<file path="config.mk">
export PLATFORM = sky130hd
export DESIGN_NAME = dma_chain_seq
export DESIGN_NICKNAME = d
export VERILOG_FILES = /design/src/rtl/dma_chain_pkg.sv /design/src/rtl/dma_chain_decide.sv /design/src/rtl/dma_chain_fsm.sv /design/src/rtl/dma_chain_regs.sv /design/src/rtl/dma_chain_seq.sv
export SDC_FILE = /design/constraint.sdc
export NUM_CORES = 1
export LEC_CHECK = 0
export BUFFER_PORTS_ARGS = -buffer_cell sky130_fd_sc_hd__buf_2
export CAP_MARGIN = 20
export CORE_ASPECT_RATIO = 0.7
export CORE_MARGIN = 1
export CORE_UTILIZATION = 50
export DETAILED_ROUTE_END_ITERATION = 8
export PLACE_DENSITY = 0.8
export SLEW_MARGIN = 20
export SYNTH_ARGS = -nofsm -noshare
export SYNTH_HDL_FRONTEND = slang
export SYNTH_SLANG_ARGS = --single-unit
</file>
<file path="constraint.sdc">
create_clock -name clk -period 2.1 [get_ports clk]
set_input_delay 0.42 -clock clk [delete_from_list [all_inputs] [get_ports clk]]
set_output_delay 0.42 -clock clk [all_outputs]
set_load 0.05 [all_outputs]
</file>
<file path="src/rtl/dma_chain_pkg.sv">
package dma_chain_pkg;

  typedef enum logic [2:0] {
    ST_IDLE,
    ST_FETCH,
    ST_WAIT_DESC,
    ST_ACTIVE,
    ST_DECIDE
  } seq_state_t;

  typedef enum logic [1:0] {
    ACT_ADVANCE,
    ACT_CHAIN,
    ACT_HALT
  } seq_act_t;

  localparam logic [1:0] SEL_CUR  = 2'd0;
  localparam logic [1:0] SEL_NEXT = 2'd1;
  localparam logic [1:0] SEL_STAT = 2'd2;

  localparam int STAT_START_BIT = 0;
  localparam int STAT_HALT_BIT  = 1;
  localparam int STAT_CHAIN_BIT = 2;

endpackage

</file>
<file path="src/rtl/dma_chain_decide.sv">
module dma_chain_decide
  import dma_chain_pkg::*;
(
  input  logic     link_zero,
  input  logic     want_cod,
  input  logic     want_cof,
  input  logic     by_done,
  input  logic     next_zero,
  output seq_act_t act
);

  logic chain_req;

  // a stop counts as done when done was seen, otherwise as finished
  always_comb begin
    chain_req = link_zero
              | (by_done & want_cod)
              | (!by_done & want_cof);
    if (!chain_req)     act = ACT_ADVANCE;
    else if (next_zero) act = ACT_HALT;
    else                act = ACT_CHAIN;
  end

endmodule

</file>
<file path="src/rtl/dma_chain_fsm.sv">
module dma_chain_fsm
  import dma_chain_pkg::*;
#(
  parameter int PTR_W      = 32,
  parameter int ALIGN_BITS = 2
) (
  input  logic             clk,
  input  logic             rst_n,
  input  logic             start_req,
  input  logic             kick_req,
  input  logic             next_zero,
  input  logic             fetch_ready,
  input  logic             resp_valid,
  input  logic [PTR_W-1:0] resp_link,
  input  logic             resp_cod,
  input  logic             resp_cof,
  input  logic             evt_done,
  input  logic             evt_finished,
  output seq_state_t       state,
  output logic             fetch_valid,
  output logic             resp_ready,
  output logic             xfer_active,
  output logic [PTR_W-1:0] link_q,
  output logic             ld_link,
  output logic             do_chain,
  output logic             do_halt
);

  localparam logic [PTR_W-1:0] ALIGN_MASK =
    {{(PTR_W-ALIGN_BITS){1'b1}}, {ALIGN_BITS{1'b0}}};

  seq_state_t state_q, state_d;
  logic       cod_q, cof_q, by_done_q;
  seq_act_t   act;
  logic       link_zero;

  assign link_zero = (link_q & ALIGN_MASK) == '0;

  dma_chain_decide u_decide (
    .link_zero (link_zero),
    .want_cod  (cod_q),
    .want_cof  (cof_q),
    .by_done   (by_done_q),
    .next_zero (next_zero),
    .act       (act)
  );

  assign state       = state_q;
  assign fetch_valid = (state_q == ST_FETCH);
  assign resp_ready  = (state_q == ST_WAIT_DESC);
  assign xfer_active = (state_q == ST_ACTIVE);
  assign ld_link     = (state_q == ST_DECIDE) && (act == ACT_ADVANCE);
  assign do_chain    = (state_q == ST_DECIDE) && (act == ACT_CHAIN);
  assign do_halt     = (state_q == ST_DECIDE) && (act == ACT_HALT);

  always_comb begin
    state_d = state_q;
    case (state_q)
      ST_IDLE:      if (start_req || kick_req) state_d = ST_FETCH;
      ST_FETCH:     if (fetch_ready)           state_d = ST_WAIT_DESC;
      ST_WAIT_DESC: if (resp_valid)            state_d = ST_ACTIVE;
      ST_ACTIVE:    if (evt_done || evt_finished) state_d = ST_DECIDE;
      ST_DECIDE:    state_d = (act == ACT_HALT) ? ST_IDLE : ST_FETCH;
      default:      state_d = ST_IDLE;
    endcase
  end

  always_ff @(posedge clk) begin
    if (!rst_n) begin
      state_q   <= ST_IDLE;
      link_q    <= '0;
      cod_q     <= 1'b0;
      cof_q     <= 1'b0;
      by_done_q <= 1'b0;
    end else begin
      state_q <= state_d;
      if (state_q == ST_WAIT_DESC && resp_valid) begin
        link_q <= resp_link;
        cod_q  <= resp_cod;
        cof_q  <= resp_cof;
      end
      if (state_q == ST_ACTIVE && (evt_done || evt_finished))
        by_done_q <= evt_done;
    end
  end

  AST_ONE_ACTION: assert property (@(posedge clk) disable iff (!rst_n)
    (state_q == ST_DECIDE) |-> $onehot({ld_link, do_chain, do_halt}));

  AST_FETCH_HELD: assert property (@(posedge clk) disable iff (!rst_n)
    (fetch_valid && !fetch_ready) |=> fetch_valid);

  AST_START_ONLY_IDLE: assert property (@(posedge clk) disable iff (!rst_n)
    (start_req || kick_req) |-> (state_q == ST_IDLE));

endmodule

</file>
<file path="src/rtl/dma_chain_regs.sv">
module dma_chain_regs
  import dma_chain_pkg::*;
#(
  parameter int PTR_W      = 32,
  parameter int ALIGN_BITS = 2
) (
  input  logic             clk,
  input  logic             rst_n,
  input  logic             wr_en,
  input  logic [1:0]       wr_sel,
  input  logic [PTR_W-1:0] wr_data,
  input  logic             ld_link,
  input  logic [PTR_W-1:0] link_val,
  input  logic             do_chain,
  input  logic             do_halt,
  output logic [PTR_W-1:0] cur_ptr,
  output logic [PTR_W-1:0] next_ptr,
  output logic             run,
  output logic             halt,
  output logic             chain,
  output logic             start_req,
  output logic             kick_req,
  output logic             next_zero
);

  localparam logic [PTR_W-1:0] ALIGN_MASK =
    {{(PTR_W-ALIGN_BITS){1'b1}}, {ALIGN_BITS{1'b0}}};

  logic [PTR_W-1:0] wd_al, link_al;
  logic             wr_cur, wr_next, wr_stat;

  assign wd_al   = wr_data & ALIGN_MASK;
  assign link_al = link_val & ALIGN_MASK;
  assign wr_cur  = wr_en && (wr_sel == SEL_CUR);
  assign wr_next = wr_en && (wr_sel == SEL_NEXT);
  assign wr_stat = wr_en && (wr_sel == SEL_STAT);

  assign next_zero = (next_ptr == '0);
  assign kick_req  = wr_next && !run && (wd_al != '0);
  assign start_req = wr_stat && !run && wr_data[STAT_START_BIT];

  always_ff @(posedge clk) begin
    if (!rst_n) begin
      cur_ptr  <= '0;
      next_ptr <= '0;
      run      <= 1'b0;
      halt     <= 1'b0;
      chain    <= 1'b0;
    end else begin
      // current pointer: hardware loads first, software only when stopped
      if (kick_req)             cur_ptr <= wd_al;
      else if (do_chain)        cur_ptr <= next_ptr;
      else if (ld_link)         cur_ptr <= link_al;
      else if (wr_cur && !run)  cur_ptr <= wd_al;

      // pending pointer: a same-cycle write survives the chain clear
      if (kick_req)             next_ptr <= '0;
      else if (wr_next)         next_ptr <= wd_al;
      else if (do_chain)        next_ptr <= '0;

      if (kick_req || start_req) run <= 1'b1;
      else if (do_halt)          run <= 1'b0;

      if (do_halt)                                 halt <= 1'b1;
      else if (wr_stat && !wr_data[STAT_HALT_BIT]) halt <= 1'b0;

      if (do_chain || kick_req)                     chain <= 1'b1;
      else if (wr_stat && !wr_data[STAT_CHAIN_BIT]) chain <= 1'b0;
    end
  end

  AST_NEXT_WR_RUNNING: assert property (@(posedge clk) disable iff (!rst_n)
    (wr_next && run && !do_halt) |=> (run && next_ptr == $past(wd_al)));

  AST_CUR_WR_IGNORED: assert property (@(posedge clk) disable iff (!rst_n)
    (wr_cur && run && !ld_link && !do_chain) |=> (cur_ptr == $past(cur_ptr)));

  AST_HALT_STOPS_RUN: assert property (@(posedge clk) disable iff (!rst_n)
    $rose(halt) |-> !run);

endmodule

</file>
<file path="src/rtl/dma_chain_seq.sv">
module dma_chain_seq
  import dma_chain_pkg::*;
#(
  parameter int PTR_W      = 32,
  parameter int ALIGN_BITS = 2
) (
  input  logic             clk,
  input  logic             rst_n,
  input  logic             wr_en,
  input  logic [1:0]       wr_sel,
  input  logic [PTR_W-1:0] wr_data,
  output logic [PTR_W-1:0] cur_ptr,
  output logic [PTR_W-1:0] next_ptr,
  output logic             run,
  output logic             halt,
  output logic             chain,
  output logic             fetch_valid,
  input  logic             fetch_ready,
  output logic [PTR_W-1:0] fetch_addr,
  input  logic             resp_valid,
  output logic             resp_ready,
  input  logic [PTR_W-1:0] resp_link,
  input  logic             resp_cod,
  input  logic             resp_cof,
  input  logic             evt_done,
  input  logic             evt_finished,
  output logic             xfer_active
);

  seq_state_t       state;
  logic [PTR_W-1:0] link_q;
  logic             ld_link, do_chain, do_halt;
  logic             start_req, kick_req, next_zero;

  dma_chain_regs #(.PTR_W(PTR_W), .ALIGN_BITS(ALIGN_BITS)) u_regs (
    .clk       (clk),
    .rst_n     (rst_n),
    .wr_en     (wr_en),
    .wr_sel    (wr_sel),
    .wr_data   (wr_data),
    .ld_link   (ld_link),
    .link_val  (link_q),
    .do_chain  (do_chain),
    .do_halt   (do_halt),
    .cur_ptr   (cur_ptr),
    .next_ptr  (next_ptr),
    .run       (run),
    .halt      (halt),
    .chain     (chain),
    .start_req (start_req),
    .kick_req  (kick_req),
    .next_zero (next_zero)
  );

  dma_chain_fsm #(.PTR_W(PTR_W), .ALIGN_BITS(ALIGN_BITS)) u_fsm (
    .clk          (clk),
    .rst_n        (rst_n),
    .start_req    (start_req),
    .kick_req     (kick_req),
    .next_zero    (next_zero),
    .fetch_ready  (fetch_ready),
    .resp_valid   (resp_valid),
    .resp_link    (resp_link),
    .resp_cod     (resp_cod),
    .resp_cof     (resp_cof),
    .evt_done     (evt_done),
    .evt_finished (evt_finished),
    .state        (state),
    .fetch_valid  (fetch_valid),
    .resp_ready   (resp_ready),
    .xfer_active  (xfer_active),
    .link_q       (link_q),
    .ld_link      (ld_link),
    .do_chain     (do_chain),
    .do_halt      (do_halt)
  );

  assign fetch_addr = cur_ptr;

  AST_FETCH_ADDR_STABLE: assert property (@(posedge clk) disable iff (!rst_n)
    (fetch_valid && !fetch_ready) |=> $stable(fetch_addr));

  AST_RUN_TRACKS_STATE: assert property (@(posedge clk) disable iff (!rst_n)
    run == (state != ST_IDLE));

endmodule

</file>
Yosys cells after proc, flatten, opt, wreduce, memory -nomap -nowiden
Index checks and enable logic that the tools add are counted.
Storage, ports and cells
  input bits: 75
  register bits after elaboration: 103
  output and inout bits: 102
Cells by class
  equal/unequal tests: 12
  bitwise logic cells: 5
  reduce and logical (&&, ||, !) cells: 36
  muxes and demuxes: 20
Operators by type and width (number)
  32-bit two-way mux: 6
  32-bit logical NOT: 2
  32-bit nonzero test: 1
  1-bit logical AND: 15
  3-bit case mux with 5 select lines: 1
  3-bit two-way mux: 4
  2-bit nonzero test: 4
  1-bit two-way mux: 7
  3-bit by 2-bit equality test with 1-bit output, second input constant: 2
  2-bit by 1-bit != test with 1-bit output, second input constant: 3
  2-bit by 1-bit equality test with 1-bit output, second input constant: 2
  2-bit equality test, second input constant: 2
  1-bit logical NOT: 4
  2-bit logical NOT: 2
  2-bit two-way mux: 2
  4-bit AND reduction: 1
  4-bit nonzero test: 1
  3-bit by 1-bit equality test with 1-bit output, second input constant: 1
  3-bit equality test, second input constant: 1
  3-bit logical NOT: 1
  1-bit logical OR: 3
  3-bit nonzero test: 1
  1-bit AND: 2
  2-bit != test, second input constant: 1
  other kinds (3): 4

Logic depth before layout (Yosys ltp)
Gate-level depths: netlist of run 1.
  depth in word-level cells: 9
  mapped depth: 8
  mapped depth without buffers: 6

By module
From an unflattened synthesis of run 1, not the netlist that was laid out.
Unflattened totals
  cells, all modules: 650
  area, all modules: 5604.1 um^2
By module, submodules not included
  dma_chain_regs: area each 3728.6 um^2, instances 1, cells each 422
  dma_chain_fsm: area each 1609.0 um^2, instances 1, cells each 192
  dma_chain_seq: area each 240.2 um^2, instances 1, cells each 32
  dma_chain_decide: area each 26.3 um^2, instances 1, cells each 4

Worst setup path after synthesis of run 1
Ideal clock, no wire load.
  path type: register to register
  start: register u_fsm.state_q[1], in the netlist u_fsm.state[1]
  end: register u_fsm.link_q[22]
  slack: -530 ps
  data required time: 2030 ps
  cell stages (with the launch flop): 7
  arrival: 2560 ps
  clock period less this slack: 2630 ps
  cell sequence: dfxtp_1 -> nor3b_1 -> and2_1 -> clkbuf_1 -> clkbuf_1 -> nand2_1 -> a21oi_1
On the way
  word-level cells in the longest chain between the ends: 2
RTL lines
  start: declaration: RTL line dma_chain_fsm.sv:32  | seq_state_t state_q, state_d;
  start signal: assignment: RTL line dma_chain_fsm.sv:76  | state_q <= state_d;
  3-bit by 2-bit equality test with 1-bit output
  net resp_ready: RTL line dma_chain_seq.sv:21  | output logic resp_ready,
  1-bit logical AND: RTL line dma_chain_fsm.sv:77  | if (state_q == ST_WAIT_DESC && resp_valid) begin
  end signal: assignment: RTL line dma_chain_fsm.sv:78  | link_q <= resp_link;
  end: declaration: RTL line dma_chain_fsm.sv:23  | output logic [PTR_W-1:0] link_q,
The timed path passes the listed nets, and every way through them passes these cells.
A chain may end at the register's enable or synchronous reset.

Final worst setup path of run 1
  start: register u_fsm.link_q[31]
  end: register u_regs.cur_ptr[22]
On the way
  word-level cells in the longest chain between the ends: 9
  elaborated cells on any way between the ends: 12
  classes of those cells: 1 x eq/ne; 4 x mux; 2 x bitwise; 5 x reduce/logical
RTL lines
  32-bit logical NOT *: RTL line dma_chain_fsm.sv:37  | assign link_zero = (link_q & ALIGN_MASK) == '0;
  1-bit bitwise OR *: RTL line dma_chain_decide.sv:17  | | (by_done & want_cod)
  1-bit bitwise OR *: RTL line dma_chain_decide.sv:18  | | (!by_done & want_cof);
  2-bit two-way mux *: RTL line dma_chain_decide.sv:19  | if (!chain_req) act = ACT_ADVANCE;
  2-bit logical NOT: RTL line dma_chain_fsm.sv:52  | assign ld_link = (state_q == ST_DECIDE) && (act == ACT_ADVANCE);
  1-bit logical AND: RTL line dma_chain_fsm.sv:52
  32-bit two-way mux: RTL line dma_chain_regs.sv:53  | else if (ld_link) cur_ptr <= link_al;
  32-bit two-way mux: RTL line dma_chain_regs.sv:52  | else if (do_chain) cur_ptr <= next_ptr;
  32-bit two-way mux: RTL line dma_chain_regs.sv:51  | if (kick_req) cur_ptr <= wd_al;
  end signal: assignment: RTL line dma_chain_regs.sv:51
  end signal: assignment: RTL line dma_chain_regs.sv:52
  end signal: assignment: RTL line dma_chain_regs.sv:53
  end: declaration: RTL line dma_chain_regs.sv:16  | output logic [PTR_W-1:0] cur_ptr,
Mark *: on every way between the ends. The rest lies on a longest branch, timed or not.

==> summary.md, run 1 <==
| Metric | Value |
|---|---|
| Max Root-Sink Buffers | 2 |
| Normalized max-slew margin | 64.84% |
| Sequential share of the synthesized area | 39.90% |
| Share of layout cells above drive strength 1 | 40.33% |
| Failing checks | negative setup slack |
| Number of remaining DRC errors | 0 |
| Post-synthesis instance total | 634 |
| Yosys top cell area share | 39.90% |
| Synthesis-stage register bit count | 99 |
| Sw Ratio | 35.96% |
| Max Cap Viol | 0 |
| Buf/Inv on CP | 1 |
| Power Dens Cells | 716.8 nW/um^2 |
| Fin nets | 919 |
| Final setup viols | 22 |
| Post-CTS Hold Fix Bufs | 0 |
| First-pass DRT Iterations | 6 |
| Classification of the worst setup path | reg2reg |
| Clock group share of total power | 31.1% |
| Clock Latency Late Sink | 0.35 ns |
| Placed cell count | 948 |
| PortBufs | 168 |
| LEAKAGE | 0.003408 uW |
| Ports | 177 |
| Worst-Margin Slew | 0.5274 ns |
| CP cell instances | nor4_1 > and4_4 > a21boi_2 > or2_4 > clkbuf_16 > a211o_1 > a31oi_1 |
| Status | complete, but fails checks |
| Crit-path max cell delay | 0.34 ns |
| XOR/XNOR Fraction of Synth Area | 0% |
| Largest net degree at the start of global routing | 35 |
| Initial core utilization | 51.29% |
| Hold crit path type | in2reg |
| Yosys warning total | 0 |
| Die area | 10340 um^2 |
| VDD IR-drop max | 0.0004851 V |
| Minimum setup slack in the final design | -0.08928 ns |
| Max-slew violations | 0 |
| ANT cells | 0 |
| First-pass GRT wire length | 25.12 mm |
| RSZ-0062 raised after global routing | yes |
| Fin crit period | 2.189 ns |
| Wire per inst | 18.83 um |
| Row count | 30 |
| Total track usage | 31.45% |
| Routability Congestion | 0.9253 |
| Layout area overhead | 42.44% |
| Vias post-DR | 5913 |
| Post-route ant nets | 0 |
| Psw | 1824 uW |
| Area contributors post-synth | dfxtp_1 40%, nand2_1 9.7%, a21oi_1 7.0% |
| Reg clk slew, reported paths | 0.07 ns |
| Iter 0 DRT Violations | 916 |
| Final setup TNS | -0.5021 ns |
| Synth Area in Compound Gates | 21.13% |
| Syn Area/Cell | 7.835 um^2 |
| Layout Cells excl Fill | 976 |
| Internal power | 3248 uW |
| Dpl ws | -0.1909 ns |
| Layout fillers | 751 |
| CP Max Fanout | 14 |
| TritonCTS Buffers | 9 |
| Crit path capture type | flip-flop |
| Worst path slowest cell | dfxtp_1 |
| Final HPWL DP | 12.11 mm |
| CTS tree | yes |
| Chip width | 121.1 um |
| Tot Pwr | 5072 uW |
| Logic pwr share | 28.6% |
| Clock skew | 0.007741 ns |
| Reg2reg setup slack | -0.09 ns |
| Critical path arrival | 2.45 ns |
| Root Driver | clkbuf_16 |
| H-tree lvl count | 3 |
| CORE AREA | 9684 um^2 |
| Number of global-route vias before repair | 4946 |
| Fmax | 456.8 MHz |
| Vias per inst | 6.058 |
| Data required, critical path | 2.36 ns |
| Initial antenna violation count | 0 |
| Grt ovf | 0 |
| Post-Route WL | 18.38 mm |
| Die height | 85.39 um |
| CP top delay family | simple AND/OR/NAND/NOR gates |
| Largest family of logic cells by synthesized area | simple AND/OR/NAND/NOR gates |
| Yosys top cell by area | dfxtp_1 |
| Startpoint Class | flip-flop |
| Proportion of synthesized area in mux cells | 6.045% |
| Simple-gate share of the synthesized area | 22.32% |
| Fin crit share | 104.3% |
| Synth unique cells | 39 |
| Fin. Hold Viols | 0 |
| Sequential Power Share | 40.2% |
| Netlist Area Pre-Place | 4967 um^2 |
| Adder-cell share of the synthesized area | 0% |
| CTS Sinks | 99 |
==> cells in the mapped netlist, drive strengths merged <==
| master | number |
|---|---|
| or4b | 1 |
| inv | 2 |
| and3b | 1 |
| nor2b | 1 |
| o21ai | 34 |
| nand4 | 4 |
| and2 | 1 |
| nor3b | 5 |
| and3 | 1 |
| clkbuf | 39 |
| a211o | 29 |
| a21o | 1 |
| a31oi | 32 |
| a22oi | 1 |
| o31a | 1 |
| a21boi | 1 |
| or2 | 1 |
| conb | 1 |
| a21oi | 69 |
| nor4 | 21 |
| dfxtp | 99 |
| nand2 | 129 |
| mux2i | 30 |
| o21a | 1 |
| buf | 50 |
| nand3 | 31 |
| nor3 | 32 |
| nor2 | 7 |
| o31ai | 2 |
| o2111ai | 1 |
| a311o | 1 |
| and4 | 2 |
| nand3b | 3 |
==> through the flow <==
stage	utilization, %	cell area (um^2)	hold slack (ns)
floorplan	-	4996	0.4357
global placement	65.35	6329	0.4462
detailed placement	65.35	6329	0.4542
CTS	68.53	6636	0.2957
global route	73.06	7076	0.2964
finish	73.06	7076	0.3054
==> path summary, 6_finish.rpt <==
check                             to             start  cells after the start
hold reg to reg          u_fsm.cod_q       u_fsm.cod_q                      2
hold / removal      u_fsm.link_q[22]     resp_link[22]                      3
setup reg to reg  u_regs.cur_ptr[22]  u_fsm.link_q[31]                      7
setup / recovery  u_regs.cur_ptr[22]  u_fsm.link_q[31]                      7
==> registers in the layout, indices dropped and copies added (netlist names) <==
register,count
u_fsm.by_done_q,1
u_fsm.cod_q,1
u_fsm.cof_q,1
u_fsm.link_q,30
u_fsm.state,3
u_regs.chain,1
u_regs.cur_ptr,30
u_regs.halt,1
u_regs.next_ptr,30
u_regs.run,1
==> timing repair <==
action                     in CTS  in global routing
gates cloned                    0                  9
hold endpoints to repair        0                  0
pin swaps                       3                  9
setup endpoints to repair      60                 37
setup buffers                   1                  3
resized for setup               4                 72
==> worst min-delay path, cell delays in order <==
cell,delay (ns)
buf_2,0.10
nand2_1,0.04
a21oi_1,0.05
==> metal layers <==
layer | wire [um] | GRT usage [%] | part of all wire, % | up-vias
li1 | - | - | - | 2647
met1 | 7586 | 45.35 | 41 | 2745
met2 | 7956 | 46.39 | 43 | 453
met3 | 2334 | 7.661 | 13 | 68
met4 | 500 | 8.866 | 2.7 | 0
met5 | 0 | 0 | 0 | -
==> placed cells by master (no fill, tap or decap), types with 2 or more instances in the layout <==
cell type | Yosys | layout
buf_2 | 4 | 168
nand2_1 | 129 | 129
dfxtp_1 | 99 | 98
buf_4 | 39 | 97
a21oi_1 | 69 | 62
nor3_1 | 32 | 32
nand3_1 | 31 | 31
a31oi_1 | 32 | 31
mux2i_1 | 30 | 30
a211o_1 | 29 | 29
o21ai_2 | 1 | 19
clkbuf_16 | 0 | 18
nor4_1 | 21 | 17
o21ai_1 | 2 | 10
nor2_1 | 7 | 7
a21oi_2 | 0 | 7
buf_12 | 0 | 7
conb_1 | 1 | 6
nand4_1 | 4 | 4
inv_6 | 0 | 4
nor3b_2 | 1 | 3
nand3b_1 | 3 | 3
o21ai_4 | 0 | 3
nor3b_1 | 4 | 2
inv_1 | 2 | 2
nor4_4 | 0 | 2
nor4_2 | 0 | 2
o21ai_0 | 31 | 2
o31ai_1 | 2 | 2
==> power by group through the flow <==
stage	logic, uW	registers [uW]	clock network [uW]
floorplan	652	2310	0
global placement	1280	2060	0
detailed placement	1300	2070	0
CTS	1310	2030	1580
global route	1510	2050	1660
finish	1450	2040	1580
==> final cells by class <==
cell class / count / area, um^2 / share of cell area (%)
clock buffer: 9 / 225.2 / 3.183
clock inverter: 6 / 47.55 / 0.6720
inverter: 2 / 7.507 / 0.1061
multi-input combinational: 449 / 2691 / 38.04
sequential: 99 / 1983 / 28.03
tap: 128 / 160.2 / 2.263
timing repair buffer: 283 / 1961 / 27.71
==> logic make-up (layout without fill, tap and decap cells) <==
kind of cell,count (synthesis),after routing
flops,99,99
simple gates,240,240
other cells,1,6
mux,30,30
buf+inv,91,300
compound gates,173,173
(Power assumes the default switching activity.)
==> run 2, diff against run 1 <==
==> constraint.sdc (replaced) <==
create_clock -name clk -period 2.1 [get_ports clk]
set_input_delay 0.105 -clock clk [delete_from_list [all_inputs] [get_ports clk]]
set_output_delay 0.105 -clock clk [all_outputs]
set_load 0.05 [all_outputs]
==> run 2 against run 1 <==
The flow still finishes with violations (negative setup slack). Non-clock buffer count down 23. Sequential share of layout area up 0.88 points. Wire length down 7.0%. Die area unchanged. Total power up 2.3%. Hold slack worse by 0.30 ns. Combinational power down 4%. Worst setup slack better by 0.058 ns. Sequential power about the same. Critical path type unchanged.
==> summary.md, run 2 (synthesis results as in run 1) <==
| Metric | Value |
|---|---|
| Status | complete, but fails checks |
| Failing checks | negative setup slack |
| Ports | 177 (unchanged) |
| Layout fillers | 719 (-4.3%) |
| CP cell instances | nor4_2 > nand4_1 > o21ai_4 > o2111ai_4 > buf_12 > buf_12 > o21ai_0 > a31oi_1 |
| Vias per inst | 5.884 (-2.9%) |
| Initial core utilization | 51.29% (unchanged) |
| Sequential cell area | 1982 um^2 (about the same) |
| CORE AREA | 9684 um^2 (unchanged) |
| Placed cell count | 915 (-3.5%) |
| Internal power | 3455 uW (+6.4%) |
| Number of global-route vias before repair | 4776 (-3.4%) |
| First-pass DRT Iterations | 6 (unchanged) |
| Wire per inst | 17.91 um (-4.9%) |
| Chip width | 121.1 um (unchanged) |
| Routability Congestion | 0.9701 (+4.8%) |
| Largest net degree at the start of global routing | 34 (-2.9%) |
| Layout area overhead | 38.01% |
| Grt ovf | 0 (unchanged) |
| Number of remaining DRC errors | 0 (unchanged) |
| FF-to-FF End | u_regs.cur_ptr[24] |
| Iter 0 DRT Violations | 675 (-26%) |
| Classification of the worst setup path | reg2reg |
| Crit path top cell by count | buf_12 |
| Reg2reg setup slack | -0.03 ns (+0.06 ns) |
| Logic pwr share | 26.7% (-1.9 points) |
| Fmax | 469.1 MHz (+2.7%) |
| Max Root-Sink Buffers | 2 (unchanged) |
| Crit-path max cell delay | 0.36 ns (+0.02 ns) |
| Top flop regs | u_fsm.link_q: 30 flops, u_regs.cur_ptr: 30 flops, u_regs.next_ptr: 30 flops |
| Critical path arrival | 2.35 ns (-0.10 ns) |
| Share of layout cells above drive strength 1 | 34.50% (-5.8 points) |
| Hold Path Sink | u_fsm.cod_q |
| Final HPWL DP | 11.52 mm (-4.9%) |
| Minimum setup slack in the final design | -0.03156 ns (+0.05772 ns) |
| TritonCTS Buffers | 9 (unchanged) |
| R2R Path Start | u_regs.next_ptr[17] |
| Clock skew | 0.008577 ns (+0.0008358 ns) |
| ANT cells | 0 (unchanged) |
| LEAKAGE | 0.003274 uW (-3.9%) |
| Fin crit share | 101.5% (-2.7 points) |
| Power Dens Cells | 757.0 nW/um^2 (+5.6%) |
| Fin. Hold Viols | 0 (unchanged) |
| Layout Cells excl Fill | 954 (-2.3%) |
| Clock group share of total power | 34.2% (+3.1 points) |
| Sequential Power Share | 39.1% (-1.1 points) |
| CTS tree | yes |
| RSZ-0062 raised after global routing | yes |
| Vias post-DR | 5613 (-5.1%) |
| Startpoint Class | flip-flop |
| Sw Ratio | 33.42% (-2.5 points) |
| Root Driver | clkbuf_16 |
| Hold crit path type | in2reg |
| H-tree lvl count | 3 (unchanged) |
| Commonest non-fill, non-tap cell in the layout | buf_2 |
| Clock Latency Late Sink | 0.35 ns (about the same) |
| Max Cap Viol | 0 (unchanged) |
| Post-route ant nets | 0 (unchanged) |
| Worst-case reg-to-reg path depth | 8 (+1) |
| Crit path capture type | flip-flop |
| Most frequent cells in the layout | 168 x buf_2, 129 x nand2_1, 99 x dfxtp_1, 69 x a21oi_1, 59 x buf_4 |
| Hold path depth | 3 (unchanged) |
| Max-slew violations | 0 (unchanged) |
| Row count | 30 (unchanged) |
| Initial antenna violation count | 1 (+1) |
| Dpl ws | -0.03398 ns (+0.1569 ns) |
| CTS Sinks | 99 (unchanged) |
| CP Max Fanout | 7 (-7) |
| Psw | 1734 uW (-4.9%) |
| Data required, critical path | 2.32 ns (-0.04 ns) |
| Final Util | 70.79% (-2.3 points) |
| Die height | 85.39 um (unchanged) |
| Final setup viols | 1 (-95%) |
| Fin nets | 896 (-2.5%) |
| Area of the multi-input gates | 2619 um^2 (-2.7%) |
| Total track usage | 30.84% (-0.62 points) |
| Worst path slowest cell | nor4_2 |
| Post-Route WL | 17.09 mm (-7.0%) |
| First-pass GRT wire length | 24.63 mm (-1.9%) |
| Crit. Startpoint | u_regs.next_ptr[17] |
| Reg clk slew, reported paths | 0.06 ns (about the same) |
| PortBufs | 168 (unchanged) |
| VDD IR-drop max | 0.0004347 V (-10%) |
| Worst hold start | resp_cod |
| Fin crit period | 2.132 ns (-0.05772 ns) |
| Die area | 10340 um^2 (unchanged) |
[run 2: cell types whose count changed in the layout (fill, tap and decap cells not counted), sizes merged]
cell | previous run | this run
buf | 274 | 240
clkbuf | 18 | 17
dlygate4sd3 | 0 | 16
inv | 6 | 2
bufinv | 0 | 1
clkinv | 1 | 2
clkinvlp | 1 | 0
[run 2: routing by layer]
| layer | up-vias | GRT usage (%) | part of all wire [%] | wire, um |
|---|---|---|---|---|
| met3 | 69 | 11.90 | 13 | 2230 |
| met5 | - | 0 | 0.076 | 13 |
| met4 | 2 | 8.193 | 2.8 | 472 |
| met2 | 354 | 44.52 | 42 | 7211 |
| met1 | 2582 | 42.67 | 42 | 7160 |
| li1 | 2606 | - | - | - |
[run 2: critical path: cells and delay by family, from the launching register on]
kind | cells | cell delay, ns
AO/OA/AOI/OAI | 4 | 0.74
AND/OR/NAND/NOR | 2 | 0.61
buffers and inverters | 2 | 0.33
flip-flops | 1 | 0.32
[run 2: power groups by stage]
stage | combinational [uW] | clock, uW | sequential, uW
after floorplan | 652 | 0 | 2310
after global placement | 1210 | 0 | 2060
after detailed placement | 1230 | 0 | 2070
after CTS | 1260 | 1780 | 2030
after global routing | 1450 | 1870 | 2040
final | 1390 | 1770 | 2030
[run 2: cell type report]
class	instances	share of cell area, %
Multi-Input combinational cell	449	38.20
Sequential cell	99	28.91
Clock buffer	13	4.088
Clock inverter	3	0.6388
Timing Repair Buffer	260	25.72
Tap cell	128	2.336
Inverter	2	0.1095
[run 2: how the worst max path moves through the flow]
stage	end	slack, ns	cells after the start
after CTS	u_regs.cur_ptr[26]	0.02	7
after global placement	u_regs.cur_ptr[4]	0.08	7
after floorplan	u_fsm.link_q[22]	0.06	6
after global routing	u_regs.cur_ptr[24]	-0.07	8
final	u_regs.cur_ptr[24]	-0.03	8
after detailed placement	u_regs.cur_ptr[26]	-0.03	7
[run 2: metrics by stage]
step	total power [uW]	setup TNS [ns]	instance area (um^2)	hold WS, ns
2_1_floorplan	2964	0	4996	0.2410
3_3_place_gp	3267	0	6093	0.3516
3_5_place_dp	3292	-0.03398	6093	0.3584
4_1_cts	5065	0	6623	0.0002863
5_1_grt	5358	-0.09113	6855	0.0007332
6_report	5189	-0.03156	6855	0.007324
[run 2: what timing repair did]
item | 4_1_cts | 5_1_grt
resized for setup | 7 | 27
cloned | 0 | 4
endpoints found under the setup margin | 6 | 42
hold endpoints to repair | 16 | 0
hold buffers | 16 | 0
buffers inserted | 1 | 2
pin swaps | 6 | 9
